==> config.mk <==
export PLATFORM = sky130hd
export DESIGN_NAME = txc_seq
export DESIGN_NICKNAME = d
export VERILOG_FILES = /design/src/rtl/txc_pkg.sv /design/src/rtl/txc_seq.sv
export SDC_FILE = /design/constraint.sdc
export NUM_CORES = 1
export LEC_CHECK = 0
export BUFFER_PORTS_ARGS = -buffer_cell sky130_fd_sc_hd__buf_2
export CAP_MARGIN = 20
export CORE_MARGIN = 2
export CORE_UTILIZATION = 59
export DETAILED_ROUTE_END_ITERATION = 16
export PLACE_DENSITY = 0.9
export SYNTH_ARGS = -nofsm -noshare
export SYNTH_HDL_FRONTEND = slang
export SYNTH_SLANG_ARGS = --single-unit
==> constraint.sdc <==
create_clock -name clk -period 3.85 [get_ports clk]
set_input_delay 0.1925 -clock clk [delete_from_list [all_inputs] [get_ports clk]]
set_output_delay 0.1925 -clock clk [all_outputs]
set_load 0.02 [all_outputs]
==> src/rtl/txc_pkg.sv <==
package txc_pkg;
    typedef enum logic [1:0] {
        SEQ_IDLE   = 2'd0,
        SEQ_WANT_B = 2'd1,
        SEQ_DATA   = 2'd2
    } seq_state_e;
endpackage

==> src/rtl/txc_seq.sv <==
module txc_seq
    import txc_pkg::*;
#(
    parameter int WORD_W    = 32,
    parameter int BUF_W     = 11,
    parameter int LEN_W     = 11,
    parameter int BYTES_W   = 3,
    parameter int FIRST_POS = 13,
    parameter int LAST_POS  = 12
) (
    input  logic              clk,
    input  logic              rst_n,
    input  logic              a_stb,
    input  logic              b_stb,
    input  logic [WORD_W-1:0] cmd_word,
    input  logic              data_wr,
    input  logic [BYTES_W-1:0] data_bytes,
    output logic              err_seq,
    output logic              err_bmis,
    output logic              err_len
);
    localparam int CNT_W  = LEN_W + 1;
    localparam int BCNT_W = BUF_W + 1;

    typedef struct packed {
        seq_state_e        st;
        logic              first;
        logic              last;
        logic [BUF_W-1:0]  size;
        logic [WORD_W-1:0] b_ref;
        logic              open;
        logic [BCNT_W-1:0] buf_cnt;
        logic [CNT_W-1:0]  pkt_cnt;
    } seq_s;

    seq_s r_q, r_d;

    logic              take_a, do_close, new_first;
    logic [WORD_W-1:0] bref_eff;
    logic [CNT_W-1:0]  pkt_total, pkt_sum;
    logic [CNT_W:0]    pkt_wide;
    logic [BCNT_W-1:0] buf_sum;

    always_comb begin
        r_d       = r_q;
        take_a    = 1'b0;
        do_close  = 1'b0;
        err_seq   = 1'b0;
        err_bmis  = 1'b0;
        err_len   = 1'b0;
        bref_eff  = r_q.b_ref;
        pkt_total = r_q.pkt_cnt;
        buf_sum   = r_q.buf_cnt + BCNT_W'(data_bytes);
        pkt_wide  = {1'b0, r_q.pkt_cnt} + (CNT_W + 1)'(data_bytes);
        pkt_sum   = pkt_wide[CNT_W] ? '1 : pkt_wide[CNT_W-1:0];

        unique case (r_q.st)
            SEQ_IDLE: begin
                if (a_stb)      take_a  = 1'b1;
                else if (b_stb) err_seq = 1'b1;
            end
            SEQ_WANT_B: begin
                if (a_stb) begin
                    err_seq = 1'b1;
                    take_a  = 1'b1;
                end else if (b_stb) begin
                    bref_eff = r_q.first ? cmd_word : r_q.b_ref;
                    if (!r_q.first && (cmd_word != r_q.b_ref)) err_bmis = 1'b1;
                    r_d.b_ref   = bref_eff;
                    r_d.buf_cnt = '0;
                    if (r_q.size == '0) do_close = 1'b1;
                    else                r_d.st   = SEQ_DATA;
                end
            end
            SEQ_DATA: begin
                if (a_stb) begin
                    err_seq = 1'b1;
                    take_a  = 1'b1;
                end else if (b_stb) begin
                    err_seq = 1'b1;
                end else if (data_wr) begin
                    r_d.buf_cnt = buf_sum;
                    r_d.pkt_cnt = pkt_sum;
                    pkt_total   = pkt_sum;
                    if (buf_sum >= {1'b0, r_q.size}) do_close = 1'b1;
                end
            end
            default: r_d.st = SEQ_IDLE;
        endcase

        if (do_close) begin
            r_d.st   = SEQ_IDLE;
            r_d.open = !r_q.last;
            if (r_q.last && (pkt_total != {1'b0, bref_eff[LEN_W-1:0]}))
                err_len = 1'b1;
        end

        new_first = cmd_word[FIRST_POS] | !r_q.open;
        if (take_a) begin
            if (!cmd_word[FIRST_POS] && !r_q.open) err_seq = 1'b1;
            r_d.st    = SEQ_WANT_B;
            r_d.first = new_first;
            r_d.last  = cmd_word[LAST_POS];
            r_d.size  = cmd_word[BUF_W-1:0];
            if (new_first) begin
                r_d.pkt_cnt = '0;
                r_d.open    = 1'b1;
            end
        end
    end

    always_ff @(posedge clk) begin
        if (!rst_n) r_q <= '0;
        else        r_q <= r_d;
    end
endmodule

==> impl_metrics.env <==
export IMPL_run_status="finished, final reports clean"
export IMPL_worst_hold_path_num_cells=3
export IMPL_required_time_at_the_worst_slack_endpoint_ns=3.66
export IMPL_actual_transition_at_the_worst_max_transition_pin_ns=0.936
export IMPL_dominantRegCellSynth="dfxtp_1"
export IMPL_relSlewSlack=0.376
export IMPL_destination_of_the_worst_register_to_register_timing_path="r_q[71]$_SDFFE_PP0P_"
export IMPL_post_synth_top_area_fraction=0.343
export IMPL_grt_pass1_wl_mm=16.7
export IMPL_routed_wirelength_mm=10.2
export IMPL_drv_slew=0
export IMPL_cts_htree_levels=3
export IMPL_startpoint_type="flop"
export IMPL_layout_drive_gt1_share=0.147
export IMPL_fp_dieW_um=88.4
export IMPL_syn2layout_area_growth_pct=13.8
export IMPL_cts_root_buffer_cell="clkbuf_8"
export IMPL_syn_avg_cell_area_um2=8.47
export IMPL_fin_ws_ns=0.165
export IMPL_layout_top_registers="r_q: 72 flops"
export IMPL_max_cap_violations=0
export IMPL_port_buffers=42
export IMPL_rows=30
export IMPL_ys_top_cells_by_count="81 x nand2_1, 72 x dfxtp_1, 49 x xnor2_1"
export IMPL_synth_largest_area_cell="dfxtp_1"
export IMPL_drtPass1Iterations=5
export IMPL_grt_overflow_total=0
export IMPL_finalCritPeriodShare=0.957
export IMPL_synth_sequential_area_ratio=0.343
export IMPL_grt_start_max_net_pins=66
export IMPL_postLayoutCellArea_um2=4780
export IMPL_floorplan_io_pins=43
export IMPL_routed_via_count=3690
export IMPL_synth_most_common_cell="nand2_1"
export IMPL_nets=597
export IMPL_die_height_um=88.4
export IMPL_power_density_cell_area_nw_per_um2=350
export IMPL_netlist_top_cells_area="dfxtp_1 34%, xnor2_1 10%, nand2_1 7.2%, a21boi_0 6.3%, ha_1 6.3%"
export IMPL_postSynthRegisterBits=72
export IMPL_gp_routability_congestion=0.928
export IMPL_synth_nets=559
export IMPL_post_route_util=0.700
export IMPL_pre_cts_ws_ns=0.0563
export IMPL_synth_yosys_warnings=0
export IMPL_fmaxAchievable_mhz=271
export IMPL_critical_path_max_fanout=4
export IMPL_min_tclk_post_route_ns=3.68
export IMPL_holdPathEnd="r_q[53]$_SDFFE_PN0P_"
export IMPL_regToRegSetupSlack_ns=0.75
export IMPL_detail_route_iter0_violations=232
export IMPL_grt_total_usage=0.275
export IMPL_netlist_area_um2=4200
export IMPL_die_ar_um2=7810
export IMPL_antenna_diode_count=0
export IMPL_path_class="reg -> out"
export IMPL_hold_violations=0
export IMPL_async_flop_share=0
export IMPL_timing_hold_worst_start="cmd_word[28]"
export IMPL_clockBufferDepth=2
export IMPL_post_dp_cell_area_um2=4480
export IMPL_routed_wire_length_per_instance_um=16.0
export IMPL_design_core_area_um2=6830
export IMPL_setup_viol=0
export IMPL_clkSinkCount=72
export IMPL_clk_latency_ns=0.35
export IMPL_floorplan_initialDensity=0.615
export IMPL_numCtsBuffers=9
export IMPL_cts_reportedPaths_clkPinSlew_ns=0.08
export IMPL_area_used_by_multi_input_combinational_logic_um2=2660
export IMPL_final_fill_count=518
export IMPL_fin_skew_ns=0.00793
export IMPL_largest_reg_flops=72
export IMPL_seqCellArea_um2=1440
export IMPL_grt_antenna_before_repair=0
export IMPL_r2r_cells=14
export IMPL_vdd_ir_drop_worst_v=0.000236
export IMPL_cts_tree="done"
export IMPL_critical_path_arrival_ns=3.49
export IMPL_synth_lib_cells_used_distinct=50
export IMPL_syn_instance_count=496
export IMPL_remaining_drc_errors=0
export IMPL_hold_path_class="in -> reg"
export IMPL_end_kind="output port"
export IMPL_number_of_flops_mapped_to_enable_cells_by_yosys=0
export IMPL_timing_rr_start="r_q[12]$_SDFFE_PN0P_"
export IMPL_regMostFlops="r_q"
export IMPL_antenna_left=0
export IMPL_via_count_of_the_first_global_routing_pass=3599
export IMPL_p_leak_nw=1.82
export IMPL_hpwl_mm=7.20
export IMPL_detail_route_vias_per_cell=5.81
==> cell type report <==
type	count	area share
Inverter	21	0.0165
Clock buffer	10	0.0267
Timing Repair Buffer	46	0.0502
Multi-Input combinational cell	384	0.556
Sequential cell	72	0.301
Tap cell	96	0.0251
Clock inverter	6	0.0241
==> cells by family after synthesis <==
| family | synth area share |
|---|---|
| AND/OR/NAND/NOR | 0.224 |
| AO/OA/AOI/OAI | 0.171 |
| flip-flops | 0.343 |
| XOR/XNOR | 0.115 |
| buffers and inverters | 0.0366 |
| adder cells (fa/ha/maj) | 0.0721 |
| multiplexers | 0.0387 |
==> worst max-delay path, stage by stage, from the launching register on <==
cell	delay [ns]
dfxtp_1	0.33
ha_2	0.19
fa_2	0.35
a21o_1	0.20
nand2_2	0.11
nor2_2	0.08
xor2_2	0.15
ha_1	0.31
a21o_1	0.22
a2111oi_4	0.32
o211ai_1	0.14
a21oi_1	0.17
a21oi_1	0.10
nand2b_4	0.16
o311a_1	0.14
buf_2	0.16
==> placed cells by master (no fill, tap or decap), drive strengths merged, types with 2 or more instances in the layout <==
cell type	n
a2111o	2
a2111oi	3
a211oi	5
a21boi	35
a21o	6
a21oi	17
a22oi	8
a31oi	2
and3	7
and4	2
buf	46
bufinv	3
clkbuf	10
dfxtp	72
fa	2
ha	21
inv	23
mux2	2
mux2i	14
nand2	81
nand2b	5
nand3	15
nand4	10
nor2	25
nor2b	26
nor3	5
nor4	5
o211ai	3
o21a	3
o21ai	10
xnor2	49
xor2	6
==> metal layers <==
| layer | up-vias | wire length, um | GRT usage |
|---|---|---|---|
| met3 | 34 | 435 | 0.0485 |
| met1 | 1752 | 4360 | 0.336 |
| li1 | 1786 | - | - |
| met2 | 118 | 4940 | 0.460 |
| met4 | 0 | 440 | 0.153 |
| met5 | - | 0 | 0 |
==> where the power goes <==
group,leakage (nW),internal [mW],switching [mW]
Clock,0.117,0.435,0.302
Sequential,0.583,0.758,0.0121
Combinational,1.12,0.0751,0.0930
==> worst max path at each step <==
stage,startpoint,slack [ns],end
floorplan,r_q[12]$_SDFFE_PN0P_,0.59,err_len
global placement,data_bytes[0],0.30,err_len
detailed placement,data_bytes[0],0.06,err_len
CTS,r_q[12]$_SDFFE_PN0P_,0.01,err_len
global route,r_q[12]$_SDFFE_PN0P_,-0.01,err_len
finish,r_q[12]$_SDFFE_PN0P_,0.17,err_len
==> what timing repair did <==
item                                    in CTS  in global routing
endpoints found under the setup margin       1                  1
resized for setup                            5                  6
buffers inserted                             1                  0
pin swaps                                    2                  5
hold endpoints to repair                     0                  0
hold buffers                                 0                  0
==> through the flow <==
| step | power [mW] | std cells | setup TNS (ns) | hold WS (ns) |
|---|---|---|---|---|
| final | 1.68 | 635 | 0 | 0.103 |
| after global routing | 1.73 | 635 | -0.0102 | 0.106 |
| after CTS | 1.68 | 635 | 0 | 0.0983 |
| after detailed placement | 0.951 | 618 | 0 | 0.472 |
| after global placement | 0.946 | 618 | 0 | 0.464 |
| after floorplan | 0.889 | 496 | 0 | 0.337 |
(Power assumes the default switching activity.)
